[src/rtl/raster_pkg.sv]
package raster_pkg;
    // Which party owns the memory port in the current half byte period.
    typedef enum logic {SLOT_HOST = 1'b0, SLOT_DISP = 1'b1} slot_e;
    // Pixels packed into one memory byte.
    localparam int PIX_PER_BYTE = 8;
endpackage

[src/rtl/raster_timing.sv]
module raster_timing
    import raster_pkg::*;
#(
    parameter int H_ACTIVE = 256,
    parameter int H_TOTAL  = 320,
    parameter int HS_START = 271,
    parameter int HS_STOP  = 295,
    parameter int V_ACTIVE = 192,
    parameter int V_TOTAL  = 262,
    parameter int VS_START = 200,
    parameter int VS_LINES = 3,
    parameter int HW = $clog2(H_TOTAL),
    parameter int VW = $clog2(V_TOTAL)
) (
    input  logic          clk,
    input  logic          rst,
    output logic [HW-1:0] h_count_o,
    output logic [VW-1:0] v_count_o,
    output logic          hblank_o,
    output logic          vblank_o,
    output logic          hsync_o,
    output logic          vsync_o,
    output logic          disp_slot_o,
    output logic [HW-1:0] h_next_o,
    output logic [VW-1:0] v_next_o,
    output logic          active_next_o
);
    localparam logic [HW-1:0] H_LAST = HW'(H_TOTAL - 1);
    localparam logic [HW-1:0] H_ACT  = HW'(H_ACTIVE);
    localparam logic [HW-1:0] HS_ON  = HW'(HS_START);
    localparam logic [HW-1:0] HS_OFF = HW'(HS_STOP);
    localparam logic [VW-1:0] V_LAST = VW'(V_TOTAL - 1);
    localparam logic [VW-1:0] V_ACT  = VW'(V_ACTIVE);
    localparam logic [VW-1:0] VS_ON  = VW'(VS_START);
    localparam logic [VW-1:0] VS_OFF = VW'(VS_START + VS_LINES);
    localparam int SLOT_BIT = $clog2(PIX_PER_BYTE) - 1;

    typedef struct packed {
        logic [HW-1:0] h;
        logic [VW-1:0] v;
        logic          hblank;
        logic          vblank;
        logic          hsync;
        logic          vsync;
        slot_e         slot;
    } tstate_t;

    tstate_t s_d, s_q;

    always_comb begin
        s_d = s_q;
        if (s_q.h == H_LAST) begin
            s_d.h = '0;
            s_d.v = (s_q.v == V_LAST) ? '0 : s_q.v + 1'b1;
        end else begin
            s_d.h = s_q.h + 1'b1;
        end
        s_d.hblank = (s_d.h >= H_ACT);
        s_d.hsync  = (s_d.h >= HS_ON) && (s_d.h < HS_OFF);
        s_d.vblank = (s_d.v >= V_ACT);
        s_d.vsync  = (s_d.v >= VS_ON) && (s_d.v < VS_OFF);
        s_d.slot   = s_d.h[SLOT_BIT] ? SLOT_DISP : SLOT_HOST;
    end

    always_ff @(posedge clk or posedge rst) begin
        if (rst) s_q <= '0;
        else     s_q <= s_d;
    end

    assign h_count_o     = s_q.h;
    assign v_count_o     = s_q.v;
    assign hblank_o      = s_q.hblank;
    assign vblank_o      = s_q.vblank;
    assign hsync_o       = s_q.hsync;
    assign vsync_o       = s_q.vsync;
    assign disp_slot_o   = (s_q.slot == SLOT_DISP);
    assign h_next_o      = s_d.h;
    assign v_next_o      = s_d.v;
    assign active_next_o = !s_d.hblank && !s_d.vblank;


    h_wrap_chk: assert property (@(posedge clk) disable iff (rst)
        (h_count_o == H_LAST) |=> (h_count_o == '0));

    v_hold_chk: assert property (@(posedge clk) disable iff (rst)
        (h_count_o != H_LAST) |=> $stable(v_count_o));

    hsync_in_blank_chk: assert property (@(posedge clk) disable iff (rst)
        hsync_o |-> hblank_o);

    vsync_in_blank_chk: assert property (@(posedge clk) disable iff (rst)
        vsync_o |-> vblank_o);
endmodule

[src/rtl/fetch_arbiter.sv]
module fetch_arbiter
    import raster_pkg::*;
#(
    parameter int H_ACTIVE = 256,
    parameter int H_TOTAL  = 320,
    parameter int V_ACTIVE = 192,
    parameter int V_TOTAL  = 262,
    parameter int HW = 9,
    parameter int VW = 9,
    parameter int AW = 13,
    parameter int DW = 8
) (
    input  logic          clk,
    input  logic          rst,
    input  logic [HW-1:0] h_count_i,
    input  logic [HW-1:0] h_next_i,
    input  logic [VW-1:0] v_next_i,
    input  logic          host_req_i,
    input  logic [AW-1:0] host_addr_i,
    input  logic [DW-1:0] host_wdata_i,
    output logic          host_ack_o,
    output logic [AW-1:0] mem_addr_o,
    output logic          mem_rd_o,
    output logic          mem_we_o,
    output logic [DW-1:0] mem_wdata_o
);
    localparam int PBW      = $clog2(PIX_PER_BYTE);
    localparam int CW       = $clog2(H_ACTIVE / PIX_PER_BYTE);
    localparam int RW       = AW - CW;
    localparam int SLOT_BIT = PBW - 1;
    localparam logic [PBW-1:0] FETCH_PH   = PBW'(PIX_PER_BYTE - 2);
    localparam logic [HW-1:0]  H_LINE_LIM = HW'(H_ACTIVE - PIX_PER_BYTE);
    localparam logic [HW-1:0]  H_WRAP_LO  = HW'(H_TOTAL - PIX_PER_BYTE);
    localparam logic [VW-1:0]  V_ACT      = VW'(V_ACTIVE);
    localparam logic [VW-1:0]  V_LAST     = VW'(V_TOTAL - 1);

    typedef struct packed {
        logic [AW-1:0] addr;
        logic          rd;
        logic          we;
        logic          ack;
        logic [DW-1:0] wdata;
    } astate_t;

    astate_t a_d, a_q;
    logic [VW-1:0] v_after;
    logic          in_line, at_wrap, fetch, host_go;
    logic [CW-1:0] col;
    logic [RW-1:0] row;

    always_comb begin
        v_after = (v_next_i == V_LAST) ? '0 : v_next_i + 1'b1;
        in_line = (h_next_i < H_LINE_LIM) && (v_next_i < V_ACT);
        at_wrap = (h_next_i >= H_WRAP_LO) && (v_after < V_ACT);
        fetch   = (h_next_i[PBW-1:0] == FETCH_PH) && (in_line || at_wrap);
        host_go = !h_next_i[SLOT_BIT] && host_req_i && !a_q.ack;
        col     = at_wrap ? '0 : h_next_i[CW+PBW-1:PBW] + 1'b1;
        row     = at_wrap ? v_after[RW-1:0] : v_next_i[RW-1:0];

        a_d.rd    = fetch;
        a_d.we    = host_go;
        a_d.ack   = host_go;
        a_d.addr  = fetch ? {row, col} : (host_go ? host_addr_i : '0);
        a_d.wdata = host_go ? host_wdata_i : '0;
    end

    always_ff @(posedge clk or posedge rst) begin
        if (rst) a_q <= '0;
        else     a_q <= a_d;
    end

    assign mem_addr_o  = a_q.addr;
    assign mem_rd_o    = a_q.rd;
    assign mem_we_o    = a_q.we;
    assign mem_wdata_o = a_q.wdata;
    assign host_ack_o  = a_q.ack;


    port_excl_chk: assert property (@(posedge clk) disable iff (rst)
        !(mem_rd_o && mem_we_o));

    host_slot_chk: assert property (@(posedge clk) disable iff (rst)
        mem_we_o |-> !h_count_i[SLOT_BIT]);

    ack_single_chk: assert property (@(posedge clk) disable iff (rst)
        host_ack_o |=> !host_ack_o);
endmodule

[src/rtl/pixel_shifter.sv]
module pixel_shifter #(
    parameter int DW = 8
) (
    input  logic          clk,
    input  logic          rst,
    input  logic          load_i,
    input  logic          active_i,
    input  logic          rev_i,
    input  logic [DW-1:0] rdata_i,
    input  logic          hblank_i,
    input  logic          vblank_i,
    output logic          video_o
);
    typedef struct packed {
        logic [DW-1:0] sh;
        logic          vid;
    } pstate_t;

    pstate_t p_d, p_q;
    logic    cur_bit;

    always_comb begin
        cur_bit  = load_i ? rdata_i[DW-1] : p_q.sh[DW-1];
        p_d.sh   = load_i ? {rdata_i[DW-2:0], 1'b0} : {p_q.sh[DW-2:0], 1'b0};
        p_d.vid  = active_i && (cur_bit ^ rev_i);
    end

    always_ff @(posedge clk or posedge rst) begin
        if (rst) p_q <= '0;
        else     p_q <= p_d;
    end

    assign video_o = p_q.vid;


    blank_black_chk: assert property (@(posedge clk) disable iff (rst)
        (hblank_i || vblank_i) |-> !video_o);
endmodule

[src/rtl/mono_raster_ctrl.sv]
module mono_raster_ctrl
    import raster_pkg::*;
#(
    parameter int H_ACTIVE = 256,
    parameter int H_TOTAL  = 320,
    parameter int HS_START = 271,
    parameter int HS_STOP  = 295,
    parameter int V_ACTIVE = 192,
    parameter int V_TOTAL  = 262,
    parameter int VS_START = 200,
    parameter int VS_LINES = 3,
    parameter int HW = $clog2(H_TOTAL),
    parameter int VW = $clog2(V_TOTAL),
    parameter int AW = $clog2(V_ACTIVE) + $clog2(H_ACTIVE / PIX_PER_BYTE),
    parameter int DW = PIX_PER_BYTE
) (
    input  logic          clk,
    input  logic          rst,
    input  logic          rev_video,
    input  logic          host_req,
    input  logic [AW-1:0] host_addr,
    input  logic [DW-1:0] host_wdata,
    output logic          host_ack,
    output logic [AW-1:0] mem_addr,
    output logic          mem_rd,
    output logic          mem_we,
    output logic [DW-1:0] mem_wdata,
    input  logic [DW-1:0] mem_rdata,
    output logic [HW-1:0] h_count,
    output logic [VW-1:0] v_count,
    output logic          hblank,
    output logic          vblank,
    output logic          hsync,
    output logic          vsync,
    output logic          disp_slot,
    output logic          video
);
    localparam int PBW = $clog2(PIX_PER_BYTE);

    logic [HW-1:0] h_next;
    logic [VW-1:0] v_next;
    logic          active_next;
    logic          byte_load;

    raster_timing #(
        .H_ACTIVE(H_ACTIVE), .H_TOTAL(H_TOTAL), .HS_START(HS_START), .HS_STOP(HS_STOP),
        .V_ACTIVE(V_ACTIVE), .V_TOTAL(V_TOTAL), .VS_START(VS_START), .VS_LINES(VS_LINES),
        .HW(HW), .VW(VW)
    ) u_timing (
        .clk(clk), .rst(rst),
        .h_count_o(h_count), .v_count_o(v_count),
        .hblank_o(hblank), .vblank_o(vblank), .hsync_o(hsync), .vsync_o(vsync),
        .disp_slot_o(disp_slot),
        .h_next_o(h_next), .v_next_o(v_next), .active_next_o(active_next)
    );

    fetch_arbiter #(
        .H_ACTIVE(H_ACTIVE), .H_TOTAL(H_TOTAL), .V_ACTIVE(V_ACTIVE), .V_TOTAL(V_TOTAL),
        .HW(HW), .VW(VW), .AW(AW), .DW(DW)
    ) u_arb (
        .clk(clk), .rst(rst),
        .h_count_i(h_count), .h_next_i(h_next), .v_next_i(v_next),
        .host_req_i(host_req), .host_addr_i(host_addr), .host_wdata_i(host_wdata),
        .host_ack_o(host_ack),
        .mem_addr_o(mem_addr), .mem_rd_o(mem_rd), .mem_we_o(mem_we), .mem_wdata_o(mem_wdata)
    );

    assign byte_load = (h_next[PBW-1:0] == '0);

    pixel_shifter #(.DW(DW)) u_shift (
        .clk(clk), .rst(rst),
        .load_i(byte_load), .active_i(active_next), .rev_i(rev_video),
        .rdata_i(mem_rdata), .hblank_i(hblank), .vblank_i(vblank),
        .video_o(video)
    );
endmodule

[config.mk]
export PLATFORM = sky130hd
export DESIGN_NAME = mono_raster_ctrl
export DESIGN_NICKNAME = d
export VERILOG_FILES = /design/src/rtl/raster_pkg.sv /design/src/rtl/raster_timing.sv /design/src/rtl/fetch_arbiter.sv /design/src/rtl/pixel_shifter.sv /design/src/rtl/mono_raster_ctrl.sv
export SDC_FILE = /design/constraint.sdc
export NUM_CORES = 1
export LEC_CHECK = 0
export BUFFER_PORTS_ARGS = -buffer_cell sky130_fd_sc_hd__buf_4
export CAP_MARGIN = 5
export CORE_AREA = 2 2 79 81
export DETAILED_ROUTE_END_ITERATION = 6
export DIE_AREA = 0 0 81 83
export PLACE_DENSITY_LB_ADDON = 0.15
export SYNTH_ARGS = -nofsm -noshare
export SYNTH_HDL_FRONTEND = slang
export SYNTH_SLANG_ARGS = --single-unit
[constraint.sdc]
create_clock -name clk -period 4.48 [get_ports clk]
set_clock_uncertainty 0.15 [all_clocks]
set_input_delay 0 -clock clk [delete_from_list [all_inputs] [get_ports clk]]
set_output_delay 0 -clock clk [all_outputs]
set_load 0.01 [all_outputs]
==> results.toml, run 1 <==
[power]
swShare_pct = 22.2
seqPwrFrac_pct = 53.6
ir_drop_mv = 0.191
p_sw_uw = 204
p_leak_uw = 0.00187
power.density_nw_per_um2 = 234
clkPwrFrac_pct = 36.3
intPower_uw = 713
comb_power_share_pct = 10.0

[setup_path]
cp_data_required_time_ns = 4.54
path_class = "register to register"
crit_fanout = 11
crit_arrival_ns = 3.63
crit_path_start_kind = "register"
end_kind = "register"

[route]
vias = 2470
first_pass_iters = 4
drt_iter0_markers = 167
avgRoutedWirePerCell_um = 16.0
drc = 0
ant_nets = 0
viasPerCell = 5.45
wl_um = 7250

[logic_synthesis]
synth_ff_type = "dfrtp_1"
ys_top_cells_by_count = "dfrtp_1, nor2_1, nand2_1, inv_1, and2_1"
synthCells = 266
ys_warn_count = 0
syn_nets = 307
synth.cell_area_um2 = 2830
synth_most_common_cell = "dfrtp_1"
async_reset_ff_share_pct = 100
synthTopCellsByArea = "dfrtp_1, mux2_2, ha_1"
synth-edff-count = 0
synth.largest_area_cell = "dfrtp_1"
synth-seq-area-share_pct = 46.9
synth_top_cell_area_share_pct = 46.9
synth_seq_cells = 53
ys_types = 60
avgSynthCellArea_um2 = 10.6

[timing]
worst_pin_slew_ns = 0.728
final-hold-violation-count = 0
setup_violations = 0
slew-limit-headroom_pct = 51.3
rsz0062_at_grt = "false"
slew_violations = 0
min_period_over_period_pct = 79.6
period_needed_ns = 3.57
hold_ws_ns = 0.0641
fin_setup_tns_ns = 0
fmax_mhz = 280

[floorplanning]
die_y_um = 83
start_util_pct = 48.6
rows = 28
dieWidth_um = 81
dieArea_um2 = 6720
core_um2 = 5820
io_pins = 81

[cells_and_area]
final_nets = 418
area.sequential_um2 = 1330
multi_input_area_um2 = 1400
layout-drive-gt1-share_pct = 31.7
syn2layout_area_growth_pct = 38.8
diodes = 0
finish.instance_area_um2 = 3920
fill_cells = 480

[global_routing]
antenna_found_initial = 0
track_usage_pct = 23.4
grt_max_degree = 54
first_global_vias = 2563
grt_first_pass_wirelength_um = 12400
grt.overflow.total = 0

[placed_design]
port_buffers = 80
gp_congestion = 0.900
dp_hpwl_um = 5010
place_area_um2 = 3500

[clock_tree]
cts_hold_buf = 31
clock-sinks = 53
clock_latency_ns = 0.31
cts_root_buffer = "clkbuf_8"
post_cts_buffers = 0
cts-resized-gates = 0
cts_buffers = 5
htreeDepth = 2
cts_tree = "yes"
clk_pin_slew_ns = 0.10
cts_buffer_depth = 2

[outcome]
status = "finished, final reports clean"

[job]
maxCapViolCount = 0

[min_path]
hold_path.class = "input port to register"
==> metal layers <==
metal | part of all wire, % | up-vias | GRT usage, %
met4 | 1.7 | 0 | 7.09
met1 | 43 | 1175 | 32.6
li1 | - | 1189 | -
met3 | 7.0 | 11 | 5.54
met2 | 48 | 95 | 35.9
met5 | 0 | - | 0
==> flip-flops by register name (all words and copies together) (netlist names) <==
| register | flops |
|---|---|
| u_timing.hsync_o | 1 |
| u_timing.v_count_o | 9 |
| u_timing.h_count_o | 9 |
| u_timing.vblank_o | 1 |
| u_timing.hblank_o | 1 |
| u_shift.video_o | 1 |
| u_arb.mem_rd_o | 1 |
| u_arb.mem_addr_o | 13 |
| u_arb.mem_we_o | 1 |
| u_arb.mem_wdata_o | 8 |
| u_shift.p_q | 7 |
| u_timing.vsync_o | 1 |
==> metrics by stage <==
stage	setup WS, ns	power (uW)	util (%)	instances
3_5_place_dp	0.970	571	60.2	414
5_1_grt	0.570	950	67.4	453
6_report	0.913	917	67.4	453
3_3_place_gp	1.10	570	60.2	414
2_1_floorplan	1.29	530	-	266
4_1_cts	0.923	922	67.4	453
==> cells by family (layout without fill, tap and decap cells) <==
| family | Yosys count | after routing | share of synthesized area (%) |
|---|---|---|---|
| fa+ha+maj | 8 | 8 | 3.54 |
| simple gates | 100 | 100 | 21.6 |
| xor+xnor | 11 | 11 | 3.41 |
| buf+inv | 25 | 137 | 3.72 |
| compound gates | 59 | 59 | 16.8 |
| mux | 10 | 10 | 3.94 |
| flops | 53 | 53 | 46.9 |
==> critical path, stage by stage (launching register included) <==
cell	delay (ns)
dfrtp_1	0.47
ha_1	0.29
nand4bb_1	0.21
nor2_1	0.06
buf_4	0.17
or2_2	0.36
inv_1	0.12
ha_1	0.19
o21ai_0	0.13
a31oi_1	0.37
nand3b_1	0.21
nor2_1	0.14
mux2_2	0.34
a32o_1	0.25
==> layout by cell type (no fill, tap or decap), types with 2 or more instances in the layout <==
cell type,count
o31a_1,2
buf_4,83
o21a_1,2
o21ai_0,10
a311oi_1,3
nand2b_1,2
o41ai_2,2
clkbuf_8,5
and3_1,4
a31oi_1,3
nand2_1,18
a31o_2,2
o31ai_1,4
dlygate4sd3_1,31
a22oi_1,5
ha_1,8
nand3b_1,4
nand3_1,10
and2_1,12
a22o_1,6
xnor2_1,4
nand4bb_1,2
nor2_1,19
nor4_2,2
o211a_1,2
nor2b_1,3
nand4_4,2
xor2_1,7
nor3_1,7
mux2_2,9
a21oi_1,6
inv_1,14
or3_1,2
dfrtp_1,53
==> power by group through the flow <==
stage | clock (uW) | combinational (uW) | sequential (uW)
after floorplan | 0 | 24.5 | 505
after global placement | 0 | 68.8 | 502
after detailed placement | 0 | 69.7 | 501
after CTS | 338 | 91.8 | 492
after global routing | 356 | 101 | 493
final | 333 | 91.9 | 492
==> area by class of cell <==
cell class                      count  area share, %
Clock buffer                        5           1.75
Clock inverter                      3           1.12
Inverter                           15           1.44
Multi-Input combinational cell    188           35.7
Sequential cell                    53           33.8
Tap cell                           75           2.39
Timing Repair Buffer              114           23.8
==> final timing paths <==
path                                            start              endpoint  slack, ns  depth (start not counted)
worst max register to register  u_timing.h_count_o[0]  u_arb.mem_addr_o[11]       0.91                         13
worst min-delay path                         host_req        u_arb.mem_we_o       0.06                          3
min in group asynchronous                         rst  u_arb.mem_wdata_o[3]       0.28                          4
worst min register to register         u_shift.p_q[7]        u_shift.p_q[8]       0.34                          1
worst max-delay path            u_timing.h_count_o[0]  u_arb.mem_addr_o[11]       0.91                         13
max in group asynchronous                         rst      u_timing.vsync_o       3.44                          4
No activity file was read; power rests on OpenSTA's default activity.
==> run 2: changes to the inputs <==
--- a/config.mk
+++ b/config.mk
@@ -5,11 +5,12 @@
 export SDC_FILE = /design/constraint.sdc
 export NUM_CORES = 1
 export LEC_CHECK = 0
+export ABC_AREA = 1
 export BUFFER_PORTS_ARGS = -buffer_cell sky130_fd_sc_hd__buf_4
 export CAP_MARGIN = 5
-export CORE_AREA = 2 2 79 81
+export CORE_AREA = 2 2 83 85
 export DETAILED_ROUTE_END_ITERATION = 6
-export DIE_AREA = 0 0 81 83
+export DIE_AREA = 0 0 85 87
 export PLACE_DENSITY_LB_ADDON = 0.15
 export SYNTH_ARGS = -nofsm -noshare
 export SYNTH_HDL_FRONTEND = slang
==> constraint.sdc (replaced) <==
create_clock -name clk -period 3.1 [get_ports clk]
set_clock_uncertainty 0.15 [all_clocks]
set_input_delay 0 -clock clk [delete_from_list [all_inputs] [get_ports clk]]
set_output_delay 0 -clock clk [all_outputs]
set_load 0.01 [all_outputs]
==> run 2 against run 1 <==
Compared with the run above:
- sequential share of layout area fell by 3.0 points
- synthesized area grew 7.6%
- largest cell class unchanged
- sequential power grew 45%
- synthesized cell count up 44%
- via count increased by 16%
==> results.toml, run 2 <==
[timing]
period_needed_ns = 2.93
slew_violations = 0
fin_setup_tns_ns = 0
fmax_mhz = 341
slew-limit-headroom_pct = 27.2
min_period_over_period_pct = 94.5
setup_violations = 0
worst_pin_slew_ns = 1.09
final-hold-violation-count = 0

[cells_and_area]
diodes = 0
final_nets = 558
largest_reg_flops = 13
syn2layout_area_growth_pct = 41.5
layout-drive-gt1-share_pct = 30.5
final_core_util_pct = 65.5
final_cell_mix = "nand2_1, buf_4, dfrtp_1"
final_common_cell = "nand2_1"
fin_cells = 598

[setup_path]
crit_path_start_kind = "register"
path_buf_inv = 3
timing.critical_path.cells = "ha_1 -> nand2_2 -> nor2_4 -> nand3_4 -> nor2_4 -> buf_4 -> nand2_1 -> nand2_2 -> inv_2 -> nand2_2 -> nor2_4 -> nand2_1 -> nand2_2 -> nand3_4 -> nand3_4 -> a21oi_4 -> buf_4 -> nand2_2 -> nand2_1"
r2r_slack_ns = 0.17
crit_arrival_ns = 3.03
cpPeakStageDelay_ns = 0.42
crit_family = "simple AND/OR/NAND/NOR gates"
r2r-end = "u_arb.mem_addr_o[4]"
cp_data_required_time_ns = 3.20
path_class = "register to register"
reg2reg_depth = 19
crit_top_cell = "nand2_2"
end_kind = "register"
cpMaxStageDelayCell = "dfrtp_1"
crit_fanout = 9
r2r_start = "u_timing.h_count_o[0]"

[global_routing]
groute.layer.met1.usage_pct = 26.5
grt.busiest_layer = "met2"
grt_max_degree = 54
grt.overflow.total = 0
first_global_vias = 2836
grt_first_pass_wirelength_um = 12700
use_met2_pct = 38.0
use_met3_pct = 3.03
track_usage_pct = 21.0
antenna_found_initial = 0

[min_path]
hold_path.class = "input port to register"
holdPathEnd = "u_shift.video_o"
hold_start = "mem_rdata[7]"
hold_depth = 4

[power]
p_leak_uw = 0.00232
ir_drop_mv = 0.192
power.density_nw_per_um2 = 289
power.total_uw = 1240

[clock_tree]
clock_latency_ns = 0.31
clock-sinks = 53
htreeDepth = 2
cts_tree = "yes"
cts_root_buffer = "clkbuf_8"
cts_buffers = 5
cts_buffer_depth = 2
clk_pin_slew_ns = 0.10

[logic_synthesis]
async_reset_ff_share_pct = 100
synth-edff-count = 0
ys_types = 38
synthTopCellsByArea = "dfrtp_1, nand2_1, inv_1"
synth_ff_type = "dfrtp_1"
synth_seq_cells = 53
ys_warn_count = 0
synth_most_common_cell = "nand2_1"
syn_nets = 424
synthCells = 383
synth-seq-area-share_pct = 43.6
synth_top_cell_area_share_pct = 43.6
synth.largest_area_cell = "dfrtp_1"
synth.cell_area_um2 = 3040
ys_top_cells_by_count = "nand2_1, dfrtp_1, inv_1, nor2_1, nand2_2"
avgSynthCellArea_um2 = 7.94

[job]
maxCapViolCount = 0

[floorplanning]
rows = 30
io_pins = 81
dieWidth_um = 85
dieArea_um2 = 7400
start_util_pct = 46.3
die_y_um = 87
core_um2 = 6570

[route]
vias = 2877
first_pass_iters = 4
ant_nets = 0
avgRoutedWirePerCell_um = 12.8
drt_iter0_markers = 110
drc = 0
wl_um = 7630
viasPerCell = 4.81

[placed_design]
dp_hpwl_um = 5270
dp_cells = 541
port_buffers = 80
gp_congestion = 0.860

[outcome]
status = "finished, final reports clean"
[run 2: how the worst max path moves through the flow]
stage               cells past startpoint             endpoint                  start  slack, ns
floorplan                              16  u_arb.mem_addr_o[4]  u_timing.h_count_o[0]       0.44
global placement                       18  u_arb.mem_addr_o[3]  u_timing.h_count_o[0]       0.24
detailed placement                     18  u_arb.mem_addr_o[3]  u_timing.h_count_o[0]       0.12
CTS                                    18  u_arb.mem_addr_o[3]  u_timing.h_count_o[0]       0.09
global route                           19  u_arb.mem_addr_o[0]  u_timing.h_count_o[0]      -0.02
finish                                 19  u_arb.mem_addr_o[4]  u_timing.h_count_o[0]       0.17
[run 2: cell type report]
class                           instances  area, um^2
Fill cell                             542        2270
Multi-Input combinational cell        266        1470
Sequential cell                        53        1330
Timing Repair Buffer                  134        1100
Inverter                               57         214
Tap cell                               80         100
Clock buffer                            6        72.6
Clock inverter                          2        13.8
[run 2: kinds of logic after synthesis]
group / count (synthesis) / share of synthesized area [%]
buffers and inverters: 65 / 9.17
AOI/OAI and AO/OA: 16 / 4.61
xor gates and xnor gates: 3 / 0.864
DFF: 53 / 43.6
adders and majority gates: 8 / 3.29
muxes: 7 / 2.55
and+or+nand+nor: 231 / 35.9
[run 2: where the power goes]
part	internal, uW	switching (uW)
Combinational	80.9	54.7
Sequential	707	4.84
Clock	162	233
Total	950	293
[run 2: layer usage]
metal / routed length, um / vias up
met5: 0 / -
met2: 4050 / 53
li1: - / 1449
met4: 107 / 0
met3: 247 / 9
met1: 3220 / 1366
[run 2: worst min-delay path, delay by kind of cell]
family	cells	cell delay, ns
simple gates	1	0.07
mux	1	0.08
buf+inv	1	0.08
xor+xnor	1	0.21
[run 2: through the flow]
stage / hold slack, ns / cell area [um^2] / worst slack (ns)
after floorplan: -0.0438 / 3040 / 0.442
after global placement: 0.0558 / 3720 / 0.244
after detailed placement: 0.0564 / 3720 / 0.117
after CTS: 0.00423 / 4170 / 0.0922
after global routing: 0.0703 / 4300 / -0.0188
final: 0.0120 / 4300 / 0.171
[run 2: timing repair]
action / 4_1_cts / 5_1_grt
hold endpoints to repair: 83 / 0
hold buffers: 36 / 0
buffers inserted: 0 / 11
resized for setup: 0 / 10
endpoints found under the setup margin: 0 / 14
==> run 3: changes to the inputs <==
==> constraint.sdc (replaced) <==
create_clock -name clk -period 2.5 [get_ports clk]
set_clock_uncertainty 0.15 [all_clocks]
set_input_delay 0 -clock clk [delete_from_list [all_inputs] [get_ports clk]]
set_output_delay 0 -clock clk [all_outputs]
set_load 0.01 [all_outputs]
==> run 3 against run 2 <==
Compared with the run above:
- the run now ends with setup timing left
- worst hold slack improved by 0.047 ns
- combinational power grew 22%
- via count up 3.7%
- power is 24% higher
- sequential cell count unchanged
- clock power rose by 24%
- critical path type unchanged
- highest routed layer unchanged
==> results.toml, run 3 (same netlist as run 2, synthesis figures left out) <==
[global_routing]
first_global_vias = 2933
grt_max_degree = 54
grt_first_pass_wirelength_um = 13100
track_usage_pct = 22.0
grt.overflow.total = 0
antenna_found_initial = 0

[setup_path]
crit_arrival_ns = 2.72
path_class = "register to register"
timing.critical_path.cells = "ha_4 -> nand2_4 -> nor2_4 -> nand3_2 -> nor2_4 -> buf_6 -> nand2_4 -> nand2_4 -> nand2_4 -> nor2_4 -> nand3_2 -> nand3_4 -> nand3_4 -> a21oi_4 -> buf_12 -> nand2_1 -> nand2_1"
cpMaxStageDelayCell = "dfrtp_1"
end_kind = "register"
crit_top_cell = "nand2_4"
r2r_start = "u_timing.h_count_o[1]"
cp_data_required_time_ns = 2.59
cpPeakStageDelay_ns = 0.41
crit_fanout = 14
startpoint = "u_timing.h_count_o[1]"
crit_path_start_kind = "register"

[cells_and_area]
final_cell_mix = "buf_4, nand2_1, dfrtp_1"
fin_cells = 624
diodes = 0
layout-drive-gt1-share_pct = 38.1
largest_reg_flops = 13
finish.instance_area_um2 = 4610
final_nets = 584
syn2layout_area_growth_pct = 51.6
final_common_cell = "buf_4"

[route]
first_pass_iters = 7
viasPerCell = 4.78
wl_um = 8020
drt_iter0_markers = 115
ant_nets = 0
avgRoutedWirePerCell_um = 12.9
vias = 2983
drc = 0

[outcome]
status = "finished, violations left"
violations = "setup timing"

[clock_tree]
clk_pin_slew_ns = 0.10
clock-sinks = 53
cts_root_buffer = "clkbuf_8"
cts_tree = "yes"
htreeDepth = 2
cts_buffer_depth = 2
cts_buffers = 5
clock_latency_ns = 0.30

[min_path]
hold_start = "mem_rdata[7]"
hold_path.class = "input port to register"

[placed_design]
gp_congestion = 0.894
place_area_um2 = 3970
dp_hpwl_um = 5690
dp_cells = 569
port_buffers = 80

[timing]
min_period_over_period_pct = 105
hold_ws_ns = 0.0593
fmax_mhz = 380
period_needed_ns = 2.63
slew_violations = 0
worst_pin_slew_ns = 0.663
setup_violations = 14
rsz0062_at_grt = "true"
final-hold-violation-count = 0
layout_setup_ws_ns = -0.129
slew-limit-headroom_pct = 55.8

[power]
p_leak_uw = 0.00255
power.density_nw_per_um2 = 334
ir_drop_mv = 0.238

[floorplanning]
die_y_um = 87
dieWidth_um = 85
rows = 30
start_util_pct = 46.3
core_um2 = 6570
io_pins = 81
dieArea_um2 = 7400

[job]
maxCapViolCount = 0
## run 3: changes by cell type in the layout (fill, tap and decap cells not counted), moves of 3 or more
| cell | change |
|---|---|
| buf_4 | +24 |
| buf_6 | +4 |
| nand2_1 | -5 |
| nand2_4 | +6 |
| nand3_1 | -3 |
| nand3_2 | +5 |
| nor2_1 | -7 |
| nor2_2 | +5 |
## run 3: critical path: cells and delay by family (launching register included)
kind / cells / cell delay [ns]
and+or+nand+nor: 13 / 1.37
AOI/OAI and AO/OA: 1 / 0.16
buffers and inverters: 2 / 0.31
DFF: 1 / 0.41
adders and majority gates: 1 / 0.17
## run 3: timing repair
| action | CTS | global route |
|---|---|---|
| hold endpoints to repair | 83 | 0 |
| gates resized for setup | 14 | 19 |
| gates cloned | 0 | 0 |
| pin swaps | 2 | 14 |
| endpoints found under the setup margin | 13 | 15 |
| setup buffers | 9 | 4 |
| hold buffers | 34 | 0 |
## run 3: through the flow
stage	setup WS, ns	setup TNS [ns]	power (uW)	utilization, %
after floorplan	-0.0204	-0.183	947	-
after global placement	-0.0267	-0.0980	1020	60.4
after detailed placement	-0.0866	-0.729	1020	60.4
after CTS	-0.0391	-0.293	1560	68.7
after global routing	-0.288	-3.68	1600	70.2
final	-0.129	-1.25	1540	70.2
## run 3: power by group
part           switching, uW  internal (uW)
Clock                    290            201
Sequential              6.50            877
Combinational           66.9           99.4
Total                    363           1180
## run 3: path summary, 6_finish.rpt
path / slack [ns] / cells past startpoint / end
min in group asynchronous: 0.29 / 4 / u_arb.mem_wdata_o[1]
max in group asynchronous: 1.47 / 4 / u_timing.h_count_o[6]
worst max register to register: -0.13 / 17 / u_arb.mem_addr_o[0]
worst min-delay path: 0.06 / 4 / u_shift.video_o
worst max-delay path: -0.13 / 17 / u_arb.mem_addr_o[0]
worst min register to register: 0.34 / 1 / u_shift.p_q[4]
## run 3: layout make-up
class	instances	area, um^2
clock buffers	6	72.6
clock inverters	2	13.8
fillers	500	1960
inverters	57	216
multi-input cells	265	1550
flip-flops and latches	53	1330
well taps	80	100
repair buffers	161	1330
## run 3: metal layers
layer,vias up,wire [um],global-route usage (%)
met3,12,349,3.60
met1,1391,3210,26.9
li1,1503,-,-
met5,-,0,0
met4,0,148,7.79
met2,77,4320,39.3
